[config.mk]
export PLATFORM = sky130hd
export DESIGN_NAME = dma_arb
export DESIGN_NICKNAME = d
export VERILOG_FILES = /design/src/rtl/dma_arb_pkg.sv /design/src/rtl/dma_arb_dupchk.sv /design/src/rtl/dma_arb_maxpick.sv /design/src/rtl/dma_arb_rrpick.sv /design/src/rtl/dma_arb.sv
export SDC_FILE = /design/constraint.sdc
export NUM_CORES = 1
export LEC_CHECK = 0
export BUFFER_PORTS_ARGS = -buffer_cell sky130_fd_sc_hd__buf_2
export CAP_MARGIN = 20
export CORE_UTILIZATION = 25
export DETAILED_ROUTE_END_ITERATION = 7
export GPL_TIMING_DRIVEN = 0
export PLACE_DENSITY_LB_ADDON = 0.05
export SKIP_LAST_GASP = 1
export SYNTH_ARGS = -nofsm -noshare
export SYNTH_HDL_FRONTEND = slang
export SYNTH_HIERARCHICAL = 1
export SYNTH_SLANG_ARGS = --single-unit
export TNS_END_PERCENT = 30
[constraint.sdc]
create_clock -name clk -period 75.7 [get_ports clk]
set_input_delay 7.57 -clock clk [delete_from_list [all_inputs] [get_ports clk]]
set_output_delay 7.57 -clock clk [all_outputs]
set_load 0.02 [all_outputs]
[src/rtl/dma_arb_pkg.sv]
package dma_arb_pkg;
  localparam int ARB_NCH = 16;
  localparam int ARB_PW  = 4;

  typedef enum logic {
    ARB_FIXED = 1'b0,
    ARB_RR    = 1'b1
  } arb_mode_e;
endpackage

[src/rtl/dma_arb_dupchk.sv]
module dma_arb_dupchk #(
  parameter int NCH = 16,
  parameter int PW  = 4
) (
  input  logic [NCH*PW-1:0] prio_i,
  output logic              dup_o
);
  logic [NCH-1:0][NCH-1:0] eq;

  for (genvar i = 0; i < NCH; i++) begin : g_row
    for (genvar j = 0; j < NCH; j++) begin : g_col
      if (j > i) begin : g_cmp
        assign eq[i][j] = (prio_i[i*PW +: PW] == prio_i[j*PW +: PW]);
      end else begin : g_zero
        assign eq[i][j] = 1'b0;
      end
    end
  end

  assign dup_o = |eq;
endmodule

[src/rtl/dma_arb_maxpick.sv]
module dma_arb_maxpick #(
  parameter int NCH = 16,
  parameter int PW  = 4,
  localparam int CW = $clog2(NCH)
) (
  input  logic [NCH-1:0]    cand_i,
  input  logic [NCH*PW-1:0] prio_i,
  output logic              found_o,
  output logic [CW-1:0]     idx_o
);
  logic [PW-1:0] best;

  always_comb begin
    found_o = 1'b0;
    idx_o   = '0;
    best    = '0;
    for (int i = 0; i < NCH; i++) begin
      if (cand_i[i] && (!found_o || prio_i[i*PW +: PW] > best)) begin
        found_o = 1'b1;
        idx_o   = CW'(i);
        best    = prio_i[i*PW +: PW];
      end
    end
  end
endmodule

[src/rtl/dma_arb_rrpick.sv]
module dma_arb_rrpick #(
  parameter int NCH = 16,
  localparam int CW = $clog2(NCH)
) (
  input  logic [NCH-1:0] cand_i,
  input  logic [CW-1:0]  last_i,
  output logic           found_o,
  output logic [CW-1:0]  idx_o
);
  int unsigned pos;

  always_comb begin
    found_o = 1'b0;
    idx_o   = '0;
    pos     = 0;
    for (int k = 1; k <= NCH; k++) begin
      pos = 32'(last_i) + 32'(k);
      if (pos >= 32'(NCH)) pos = pos - 32'(NCH);
      if (!found_o && cand_i[pos[CW-1:0]]) begin
        found_o = 1'b1;
        idx_o   = pos[CW-1:0];
      end
    end
  end
endmodule

[src/rtl/dma_arb.sv]
module dma_arb
  import dma_arb_pkg::*;
#(
  parameter int NCH = ARB_NCH,
  parameter int PW  = ARB_PW,
  localparam int CW = $clog2(NCH)
) (
  input  logic              clk,
  input  logic              rst,
  input  logic [NCH-1:0]    req_i,
  input  logic [NCH*PW-1:0] prio_i,
  input  logic [NCH-1:0]    preempt_en_i,
  input  logic [NCH-1:0]    preempt_dis_i,
  input  logic              rr_mode_i,
  input  logic              halt_i,
  input  logic              dbg_en_i,
  input  logic              dbg_i,
  input  logic              done_i,
  output logic              grant_vld_o,
  output logic [CW-1:0]     grant_ch_o,
  output logic              preempt_o,
  output logic              prio_err_o
);
  arb_mode_e     mode;
  logic          busy;
  logic [CW-1:0] active_ch;
  logic [CW-1:0] last_ch;
  logic          dup;
  logic          err_now;
  logic          gate;
  logic          fx_found, rr_found, hp_found;
  logic [CW-1:0] fx_idx, rr_idx, hp_idx;
  logic          pick_found;
  logic [CW-1:0] pick_idx;
  logic [PW-1:0] prio_act;
  logic [NCH-1:0] hi_mask;
  logic          new_grant, do_pre;

  assign mode = arb_mode_e'(rr_mode_i);

  dma_arb_dupchk #(.NCH(NCH), .PW(PW)) u_dup (
    .prio_i (prio_i),
    .dup_o  (dup)
  );

  dma_arb_maxpick #(.NCH(NCH), .PW(PW)) u_fix (
    .cand_i  (req_i),
    .prio_i  (prio_i),
    .found_o (fx_found),
    .idx_o   (fx_idx)
  );

  dma_arb_rrpick #(.NCH(NCH)) u_rr (
    .cand_i  (req_i),
    .last_i  (last_ch),
    .found_o (rr_found),
    .idx_o   (rr_idx)
  );

  assign prio_act = prio_i[active_ch*PW +: PW];

  for (genvar c = 0; c < NCH; c++) begin : g_hi
    assign hi_mask[c] = req_i[c] && !preempt_dis_i[c] &&
                        (prio_i[c*PW +: PW] > prio_act);
  end

  dma_arb_maxpick #(.NCH(NCH), .PW(PW)) u_pre (
    .cand_i  (hi_mask),
    .prio_i  (prio_i),
    .found_o (hp_found),
    .idx_o   (hp_idx)
  );

  assign err_now    = (mode == ARB_FIXED) && dup;
  assign gate       = !halt_i && !(dbg_en_i && dbg_i) && !err_now;
  assign pick_found = (mode == ARB_RR) ? rr_found : fx_found;
  assign pick_idx   = (mode == ARB_RR) ? rr_idx : fx_idx;
  assign new_grant  = !busy && gate && pick_found;
  assign do_pre     = busy && gate && (mode == ARB_FIXED) &&
                      preempt_en_i[active_ch] && hp_found;

  always_ff @(posedge clk) begin
    if (rst) begin
      grant_vld_o <= 1'b0;
      grant_ch_o  <= '0;
      preempt_o   <= 1'b0;
      prio_err_o  <= 1'b0;
      busy        <= 1'b0;
      active_ch   <= '0;
      last_ch     <= CW'(NCH - 1);
    end else begin
      grant_vld_o <= new_grant || do_pre;
      preempt_o   <= do_pre;
      prio_err_o  <= err_now;
      if (do_pre) begin
        grant_ch_o <= hp_idx;
        active_ch  <= hp_idx;
        last_ch    <= hp_idx;
      end else if (new_grant) begin
        grant_ch_o <= pick_idx;
        active_ch  <= pick_idx;
        last_ch    <= pick_idx;
        busy       <= 1'b1;
      end else if (busy && done_i) begin
        busy <= 1'b0;
      end
    end
  end

  assert_single_pulse_R4: assert property (@(posedge clk) disable iff (rst)
    grant_vld_o |=> (!grant_vld_o || preempt_o));

  assert_wait_done_R4: assert property (@(posedge clk) disable iff (rst)
    (busy && !done_i) |=> (!grant_vld_o || preempt_o));

  assert_pre_with_grant_R5: assert property (@(posedge clk) disable iff (rst)
    preempt_o |-> grant_vld_o);

  assert_halt_blocks_R8: assert property (@(posedge clk) disable iff (rst)
    halt_i |=> !grant_vld_o);

  assert_dbg_blocks_R9: assert property (@(posedge clk) disable iff (rst)
    (dbg_en_i && dbg_i) |=> !grant_vld_o);

  assert_err_blocks_R10: assert property (@(posedge clk) disable iff (rst)
    prio_err_o |-> !grant_vld_o);
endmodule

==> results.toml <==
[hold_path]
holdPathStages = 2
hold_path_class = "register to register"
min_from = "busy"
worstHoldEndpoint = "busy"

[yosys]
synth_top_flop_cell = "dfxtp_1"
synth_nets = 2606
syn-cell-area_sq_um = 18400
yosys_warnings = 6
synth_area_leader_cell = "xor2_1"
synth_top_area_share_pct = 16.7
synth_edf_count = 0
synth.area.top_cells = "xor2_1, ha_1, xnor2_1"
seq_area_frac_synth_pct = 1.31
avgSynthCellArea_sq_um = 7.96
synthArstFlopShare_pct = 0
synthCells = 2311
yosys_register_bits = 12
yosysUniqueCellTypes = 110

[floorplanning]
fp.dieH_microns = 273
core_sq_um = 72800
die_area_sq_um = 74700
start_util_pct = 25.3
die_w_microns = 273
io_pins = 126
rows = 99

[worst_setup_path]
r2r_start = "active_ch[1]"
critical_path_class = "input port to register"
crit_fanout = 15
reg2regPathDepth = 126
crit_arrival_ps = 36780
cp_slowest_stage_delay_ps = 700
startpoint_type = "input port"
crit-reg2reg-capture = "last_ch[2]"
end_kind = "register"
slowest_stage = "o31ai_1"
r2r_slack_ps = 45160
critPathRequiredTime_ps = 75820
critPathMostFrequentCell = "ha_1"

[timing]
slew_viol_final = 0
rsz0062_at_grt = "no"
slew_headroom_pct = 23.1
worst_hold_slack_ps = 506
finalCritPeriodShare_pct = 48.4
skew_ps = 1.18
fmax_ghz = 0.0273
final.setup.tns_ps = 0
worst_slew_pin_slew_ps = 1140
fin_crit_ps = 36650
hold_viol_final = 0
setup_viol = 0

[route]
routed-via-count = 19000
dr.pass1.iters = 7
ant_nets = 0
drt_iter0_drc = 1507
viasPerCell = 5.59
drcViolationCount = 0
post_drt_wl_per_cell_microns = 26.0
wl_microns = 88300

[cells_and_area]
area.growth.synth_to_final_pct = 10.8
final_cell_mix = "xor2_1, ha_1, buf_2"
final_common_cell = "xor2_1"
drive_above_1_share_pct = 17.4
fin_util_pct = 28.0
final_nets = 2738

[placement]
io_buffer_count = 124
gp_congestion = 0.885
dp.final_hpwl_microns = 68400

[cts]
cts_resized = 0
hold_buffers = 0
clockBufferDepth = 2
clk_pin_slew_ps = 40
htreeDepth = 1
post_cts_buffers = 0
worstSkewPairLatency_ps = 240
cts_tree = "done"
cts_buffers = 3
root_buffer = "clkbuf_16"
cts.sinks = 12

[grt]
grt_pass1_wl_microns = 129000
grt_pass1_vias = 18700
antenna_found_initial = 1
grt_max_degree = 17
grtUsageTotal_pct = 23.0
gr-total-overflow = 0

[outcome]
status = "complete, no violations"

[job]
maxCapViolCount = 0

[power]
p_leak_nw = 8.23
ir_drop_mv = 0.0275
p_per_area_nw_per_um2 = 45.2
-- cells by family (layout without fill, tap and decap cells) --
group           Yosys count  in the layout  synth area share (%)
compound gates          550            550                  21.6
simple gates            712            712                  21.9
flops                    12             12                  1.31
xor+xnor                492            492                  23.7
mux                      91             91                  8.58
other cells               0              1                     0
buf+inv                 276            406                  10.9
fa+ha+maj               178            178                  12.1
-- how the worst max path moves through the flow --
stage,endpoint,start,depth (start not counted)
after global placement,last_ch[2],prio_i[50],124
after CTS,last_ch[2],prio_i[50],124
after global routing,last_ch[2],prio_i[53],127
final,last_ch[2],prio_i[50],125
after floorplan,last_ch[3],prio_i[61],126
after detailed placement,last_ch[2],prio_i[50],124
-- critical path: cells and delay by family --
kind	cells	cell delay, ps
AO/OA/AOI/OAI	62	14680
buffers and inverters	11	2070
AND/OR/NAND/NOR	33	6100
adder cells (fa/ha/maj)	17	5270
multiplexers	2	1040
-- layout make-up --
class | count | area [sq um]
Multi-Input combinational cell | 2023 | 16200
Fill cell | 7979 | 52500
Tap cell | 959 | 1200
Antenna cell | 1 | 2.50
Timing Repair Buffer | 127 | 703
Sequential cell | 12 | 240
Buffer | 168 | 1600
Clock buffer | 3 | 75.1
Inverter | 108 | 405
-- Yosys cell counts (17+ instances only) --
master and instances:
a211oi_1 23, a21oi_1 123, a31oi_1 21, and2_1 21, buf_2 19, buf_4 53, buf_6 52, buf_8 17
ha_1 176, inv_1 106, mux2i_1 28, mux4_2 49, nand2_1 121, nand2b_1 43, nand3_1 51, nand3b_1 22
nand4_1 85, nor2_1 84, nor2b_1 50, nor3_1 19, nor4_1 125, o211ai_1 35, o21a_1 20, o21ai_0 99
o31ai_1 18, or2_2 19, xnor2_1 135, xor2_1 351
-- layer usage --
metal | vias up | wire length, microns | track usage [%]
li1 | 8888 | - | -
met1 | 9524 | 41900 | 31.9
met2 | 548 | 41600 | 39.2
met3 | 57 | 3270 | 1.39
met4 | 0 | 1530 | 3.94
met5 | - | 0 | 0
-- power breakdown --
part	internal [W]	switching [W]	total (W)	leakage (nW)
sequential	0.00000768	0.00000181	0.00000948	0.0983
clock	0.00000687	0.00000264	0.00000952	0.0370
combinational	0.000360	0.000543	0.000903	8.10
-- through the flow --
stage	total power (W)	instance area, sq um	worst slack [ps]	std cells
CTS	0.000917	20400	39380	3400
floorplan	0.000655	18400	44110	2311
finish	0.000922	20400	39050	3401
detailed placement	0.000902	20300	39240	3397
global placement	0.000882	20200	38950	3394
global route	0.00102	20400	37160	3400
-- state kept, by name, indices dropped and copies added, names as in the netlist --
name and cells:
busy 1, prio_err_o 1, preempt_o 1, grant_vld_o 1, last_ch 4, active_ch 4
No activity file was read; power rests on OpenSTA's default activity.
